File: src/rtl/wis_pkg.sv
package wis_pkg;

  // circular index step used by the round-robin search
  function automatic int unsigned wrap_inc(int unsigned base, int unsigned off, int unsigned n);
    return (base + off) % n;
  endfunction

  // final phase index of an instruction
  function automatic int unsigned last_phase(logic dp, int unsigned sp_cyc, int unsigned dp_cyc);
    return dp ? dp_cyc - 1 : sp_cyc - 1;
  endfunction

  // thread group served in a phase: SP covers one group per cycle,
  // the shared DP unit walks one thread per cycle
  function automatic int unsigned lane_grp_of(int unsigned ph, logic dp, int unsigned lanes);
    return dp ? ph / lanes : ph;
  endfunction

endpackage

File: src/rtl/wis_rr_pick.sv
module wis_rr_pick #(
  parameter int N_WARPS = 24,
  localparam int WID_W = $clog2(N_WARPS)
) (
  input  logic [N_WARPS-1:0] elig,
  input  logic [WID_W-1:0]   ptr,
  output logic               found,
  output logic [WID_W-1:0]   idx
);
  import wis_pkg::*;

  always_comb begin
    found = 1'b0;
    idx   = '0;
    for (int i = 0; i < N_WARPS; i++) begin
      int unsigned j;
      j = wrap_inc(int'(ptr), i, N_WARPS);
      if (!found && elig[j]) begin
        found = 1'b1;
        idx   = WID_W'(j);
      end
    end
  end
endmodule

File: src/rtl/wis_lat_track.sv
module wis_lat_track #(
  parameter int N_WARPS = 24,
  parameter int RES_LAT = 24,
  localparam int WID_W = $clog2(N_WARPS),
  localparam int CNT_W = $clog2(RES_LAT)
) (
  input  logic               clk,
  input  logic               rst_n,
  input  logic               issue_now,
  input  logic [WID_W-1:0]   issue_idx,
  output logic [N_WARPS-1:0] pend
);
  for (genvar g = 0; g < N_WARPS; g++) begin : g_warp
    logic [CNT_W-1:0] remain;
    always_ff @(posedge clk or negedge rst_n) begin
      if (!rst_n)
        remain <= '0;
      else if (issue_now && issue_idx == WID_W'(g))
        remain <= CNT_W'(RES_LAT - 1);
      else if (remain != '0)
        remain <= remain - 1'b1;
    end
    assign pend[g] = (remain != '0);
  end
endmodule

File: src/rtl/wis_barrier.sv
module wis_barrier #(
  parameter int N_WARPS = 24,
  parameter int WARPS_PER_BLK = 4,
  localparam int N_BLK = (N_WARPS + WARPS_PER_BLK - 1) / WARPS_PER_BLK
) (
  input  logic               clk,
  input  logic               rst_n,
  input  logic [N_WARPS-1:0] warp_valid,
  input  logic [N_WARPS-1:0] bar_arrive,
  output logic [N_WARPS-1:0] held
);
  logic [N_WARPS-1:0] arrived;
  logic [N_BLK-1:0]   blk_done;

  always_comb begin
    blk_done = '1;
    for (int w = 0; w < N_WARPS; w++)
      if (warp_valid[w] && !arrived[w]) blk_done[w / WARPS_PER_BLK] = 1'b0;
  end

  for (genvar g = 0; g < N_WARPS; g++) begin : g_arr
    always_ff @(posedge clk or negedge rst_n) begin
      if (!rst_n)
        arrived[g] <= 1'b0;
      else if (blk_done[g / WARPS_PER_BLK])
        arrived[g] <= 1'b0;
      else if (bar_arrive[g] && warp_valid[g])
        arrived[g] <= 1'b1;
    end
  end

  assign held = arrived;
endmodule

File: src/rtl/wis_exec_seq.sv
module wis_exec_seq #(
  parameter int N_WARPS = 24,
  parameter int SP_CYC  = 4,
  parameter int DP_CYC  = 32,
  parameter int LANES   = 8,
  localparam int WID_W = $clog2(N_WARPS),
  localparam int PH_W  = $clog2(DP_CYC),
  localparam int LG_W  = $clog2(SP_CYC)
) (
  input  logic             clk,
  input  logic             rst_n,
  input  logic             issue_now,
  input  logic [WID_W-1:0] issue_idx,
  input  logic             issue_dp,
  output logic             free_next,
  output logic             ex_valid,
  output logic             ex_start,
  output logic [WID_W-1:0] ex_warp,
  output logic [LG_W-1:0]  ex_lane_grp,
  output logic [PH_W-1:0]  ex_phase,
  output logic             ex_dp
);
  import wis_pkg::*;

  logic at_last;
  assign at_last   = ex_valid && (ex_phase == PH_W'(last_phase(ex_dp, SP_CYC, DP_CYC)));
  assign free_next = !ex_valid || at_last;

  always_ff @(posedge clk or negedge rst_n) begin
    if (!rst_n) begin
      ex_valid <= 1'b0;
      ex_start <= 1'b0;
      ex_warp  <= '0;
      ex_phase <= '0;
      ex_dp    <= 1'b0;
    end else if (issue_now) begin
      ex_valid <= 1'b1;
      ex_start <= 1'b1;
      ex_warp  <= issue_idx;
      ex_phase <= '0;
      ex_dp    <= issue_dp;
    end else if (at_last) begin
      ex_valid <= 1'b0;
      ex_start <= 1'b0;
    end else if (ex_valid) begin
      ex_start <= 1'b0;
      ex_phase <= ex_phase + 1'b1;
    end
  end

  assign ex_lane_grp = LG_W'(lane_grp_of(int'(ex_phase), ex_dp, LANES));
endmodule

File: src/rtl/warp_issue_sched.sv
module warp_issue_sched #(
  parameter int N_WARPS       = 24,
  parameter int WARPS_PER_BLK = 4,
  parameter int THREADS       = 32,
  parameter int LANES         = 8,
  parameter int RES_LAT       = 24,
  parameter int DP_CYC        = 32,
  localparam int SP_CYC = THREADS / LANES,
  localparam int WID_W  = $clog2(N_WARPS),
  localparam int PH_W   = $clog2(DP_CYC),
  localparam int LG_W   = $clog2(SP_CYC)
) (
  input  logic               clk,
  input  logic               rst_n,
  input  logic [N_WARPS-1:0] warp_valid,
  input  logic [N_WARPS-1:0] warp_ready,
  input  logic [N_WARPS-1:0] warp_dep,
  input  logic [N_WARPS-1:0] warp_dp,
  input  logic [N_WARPS-1:0] bar_arrive,
  output logic               ex_valid,
  output logic               ex_start,
  output logic [WID_W-1:0]   ex_warp,
  output logic [LG_W-1:0]    ex_lane_grp,
  output logic [PH_W-1:0]    ex_phase,
  output logic               ex_dp
);
  import wis_pkg::*;

  // named internal events
  logic [N_WARPS-1:0] pend, held, elig;
  logic               pick_found, issue_now, free_next;
  logic [WID_W-1:0]   pick_idx, rr_ptr;

  assign elig      = warp_valid & warp_ready & ~held & ~bar_arrive & ~(warp_dep & pend);
  assign issue_now = free_next && pick_found;

  wis_rr_pick #(.N_WARPS(N_WARPS)) u_pick (
    .elig(elig), .ptr(rr_ptr), .found(pick_found), .idx(pick_idx)
  );

  wis_lat_track #(.N_WARPS(N_WARPS), .RES_LAT(RES_LAT)) u_lat (
    .clk(clk), .rst_n(rst_n), .issue_now(issue_now), .issue_idx(pick_idx), .pend(pend)
  );

  wis_barrier #(.N_WARPS(N_WARPS), .WARPS_PER_BLK(WARPS_PER_BLK)) u_bar (
    .clk(clk), .rst_n(rst_n), .warp_valid(warp_valid), .bar_arrive(bar_arrive), .held(held)
  );

  wis_exec_seq #(.N_WARPS(N_WARPS), .SP_CYC(SP_CYC), .DP_CYC(DP_CYC), .LANES(LANES)) u_seq (
    .clk(clk), .rst_n(rst_n), .issue_now(issue_now), .issue_idx(pick_idx),
    .issue_dp(warp_dp[pick_idx]), .free_next(free_next),
    .ex_valid(ex_valid), .ex_start(ex_start), .ex_warp(ex_warp),
    .ex_lane_grp(ex_lane_grp), .ex_phase(ex_phase), .ex_dp(ex_dp)
  );

  always_ff @(posedge clk or negedge rst_n) begin
    if (!rst_n)
      rr_ptr <= '0;
    else if (issue_now)
      rr_ptr <= WID_W'(wrap_inc(int'(pick_idx), 1, N_WARPS));
  end
endmodule

File: config.mk
export PLATFORM = sky130hd
export DESIGN_NAME = warp_issue_sched
export DESIGN_NICKNAME = d
export VERILOG_FILES = /design/src/rtl/wis_pkg.sv /design/src/rtl/wis_rr_pick.sv /design/src/rtl/wis_lat_track.sv /design/src/rtl/wis_barrier.sv /design/src/rtl/wis_exec_seq.sv /design/src/rtl/warp_issue_sched.sv
export SDC_FILE = /design/constraint.sdc
export NUM_CORES = 1
export LEC_CHECK = 0
export ABC_AREA = 1
export BUFFER_PORTS_ARGS = -buffer_cell sky130_fd_sc_hd__buf_2
export CAP_MARGIN = 20
export CELL_PAD_IN_SITES_DETAIL_PLACEMENT = 1
export CELL_PAD_IN_SITES_GLOBAL_PLACEMENT = 1
export CORE_MARGIN = 2
export CORE_UTILIZATION = 40
export CTS_CLUSTER_SIZE = 28
export DETAILED_ROUTE_END_ITERATION = 10
export HOLD_SLACK_MARGIN = 0.1
export PLACE_DENSITY = 0.77
export SLEW_MARGIN = 10
export SYNTH_ARGS = -nofsm -noshare
export SYNTH_HDL_FRONTEND = slang
export SYNTH_SLANG_ARGS = --single-unit
File: constraint.sdc
create_clock -name clk -period 10.6 [get_ports clk]
set_input_delay 1.06 -clock clk [delete_from_list [all_inputs] [get_ports clk]]
set_output_delay 1.06 -clock clk [all_outputs]
set_load 0.01 [all_outputs]
==> run metrics <==
register clock-pin slew on the reported worst setup and hold paths=0.07 ns; CP endpoint=rr_ptr[4]; vias post-DR=14400; # rows=just under 70; top-area cell type share of the netlist area=28.9%; FF-to-FF path depth=34; routability cong.=0.944; maximum root-to-sink buffer count=2; FF-to-FF Start=rr_ptr[3]; drc violations=0; Peak Freq=about 150 MHz; relative slew slack=35.6%; Syn Inst Count=2066; period utilization=62.2%; Worst Setup SP=rr_ptr[3]; Die Height=~190 um; area grow syn2layout=11.7%; number of nets in the layout=2394; filler instances=4617; Syn Std Cell Area=14000 um2; top cells by area, synth=dfrtp_1 29%, nand2_1 15%, nand3_1 11%; Yosys cell types=60; first-pass GRT wire length=77900 um; RSZ-0062 raised after global routing=false; Placed Cells=2634; Global Route Usage Sum=between 20 and 30%; layout cell share with drive strength beyond 1=a little over an eighth; Worst-Skew Late Latency=0.45 ns; top cell type by total area after synthesis=dfrtp_1; count leader, synth=nand2_1; max incr delay on CP=between 0.8 and 0.9 ns; Starting Density=around 41%; post-DP HPWL=39600 um; IO Pins=~140; overall routed net length=~49000 um; top_reg_cell synth=dfrtp_1; WP data required=~11 ns; worst slew pin tran=0.961 ns; CTS Buf Count=17; CTS sink cnt=162; final setup skew=0.0108 ns; Post-CTS Hold Buffers=0; Routed Antenna Nets=0; Total Neg Setup Slack=0 ns; vias per cell=5.42; asr flop ratio synth=100%; CTS root buf=clkbuf_16; Max Cap Violations=0; Post-synth EDFFs=0; WL/cell=18.4 um; Core Region=roughly 35000 um2; Seq/Total Area, Yosys=28.9%; CP Class=reg -> reg; pre-CTS setup slack=4.10 ns; Setup Buffers After CTS=0; Final setup viols=0; H-tree depth=4; Yosys reg bits=162; Net Count, Synth=2262; data arrival time of the worst path=approximately 7.0 ns; reg2reg setup slack=roughly 4.0 ns; Crit Path Max Fanout=14; largest net degree at the start of global routing=92; Non-Filler Instances=2666; Hold Path Class=reg -> reg; CTS tree=done; fin. max-slew vios=0; startpoint types=register; final worst slack=4.01 ns; CTS resizes=0; DIE AREA=36600 um2; number of diodes=0; endpoint type of the worst setup path=register; hold_ws=between 0.4 and 0.5 ns; Port Buf Inserts=between 100 and 150; 1st-iter DRT viols=857; most frequent cells after synthesis=558 x nand2_1, 306 x nand3_1, 292 x inv_1; Pre-Repair DR Iteration Count=5; min cycle time layout=6.59 ns; grt total ovfl=0; initial antenna violation count=0; die width=about 190 um; Synth warnings=0; Fin. Hold Viols=0; vias in the first global route=between 10000 and 15000; run status=complete, no violations; Avg Inst Size Synth=between 6 and 7 um2; slowest stage cell, crit path=dfrtp_1; worst r2r dst=rr_ptr[4]
## routing by layer
metal | wire length [um] | track usage [%] | vias to the layer above
met3 | 2360 | 3.78 | 66
li1 | - | - | 7022
met5 | 0 | 0.549 | -
met2 | 22900 | 45.5 | 331
met4 | 1340 | 8.76 | 0
met1 | 22600 | 36.5 | 7020
## kinds of logic (layout without fill, tap and decap cells)
| kind of cell | Yosys count | count (layout) | synth area share [%] |
|---|---|---|---|
| compound gates | 237 | 237 | 10.2 |
| xor+xnor | 54 | 54 | 4.04 |
| fa+ha+maj | 74 | 74 | 6.60 |
| buf+inv | 357 | 502 | 10.3 |
| flops | 162 | 162 | 28.9 |
| mux | 1 | 1 | 0.0714 |
| simple gates | 1181 | 1181 | 39.9 |
## through the flow
step,area [um2],util (%)
floorplan,14000,-
CTS,15700,45.3
global route,15700,45.3
global placement,15100,43.8
detailed placement,15100,43.8
finish,15700,45.3
## worst max-delay path: cells and delay by family (launching register included)
family	cells	cell delay [ns]
and+or+nand+nor	21	2.90
adders and majority gates	4	1.36
DFF	1	0.87
buffers and inverters	6	0.74
AOI/OAI and AO/OA	3	0.61
## how the worst min path moves through the flow
stage,from,endpoint,cells after the start
final,u_lat.g_warp[19].remain[4],u_lat.g_warp[19].remain[4],2
after global routing,u_lat.g_warp[22].remain[4],u_lat.g_warp[22].remain[4],2
after CTS,u_lat.g_warp[22].remain[4],u_lat.g_warp[22].remain[4],2
after detailed placement,u_lat.g_warp[22].remain[4],u_lat.g_warp[22].remain[4],2
after global placement,u_lat.g_warp[21].remain[4],u_lat.g_warp[21].remain[4],2
after floorplan,u_lat.g_warp[11].remain[4],u_lat.g_warp[11].remain[4],2
## sequential cells by signal, summed over array words and instances, names as in the netlist
register	cells
u_lat.g_warp.remain	120
u_bar.held	24
rr_ptr	5
u_seq.ex_phase	5
u_seq.ex_warp	5
u_seq.ex_dp	1
u_seq.ex_start	1
u_seq.ex_valid	1
## layout by cell type, fill, tap and decap left out, drive strengths merged, types with 5 or more instances in the layout
cell,netlist,final
dfrtp,162,162
a31oi,6,6
buf,26,143
a21oi,88,88
clkbuf,4,26
nand3,322,322
nand3b,29,29
o21bai,5,5
xnor2,15,15
clkinv,7,8
xor2,39,39
nor3,33,33
nand4,44,44
o21ai,71,71
nand2,583,583
inv,320,322
and3,9,9
ha,74,74
o221ai,6,6
o211ai,46,46
nor2,152,152
## cell type report
| cell class | count | area [um2] | share of cell area (%) |
|---|---|---|---|
| Tap cell | 455 | 569 | 3.63 |
| Multi-Input combinational cell | 1547 | 8530 | 54.5 |
| Clock buffer | 26 | 479 | 3.06 |
| Inverter | 327 | 1240 | 7.92 |
| Clock inverter | 6 | 48.8 | 0.312 |
| Timing Repair Buffer | 143 | 739 | 4.72 |
| Sequential cell | 162 | 4050 | 25.9 |
Power is not shown: default switching activity piles up to over one toggle a cycle in this logic, so the estimate is an artifact.
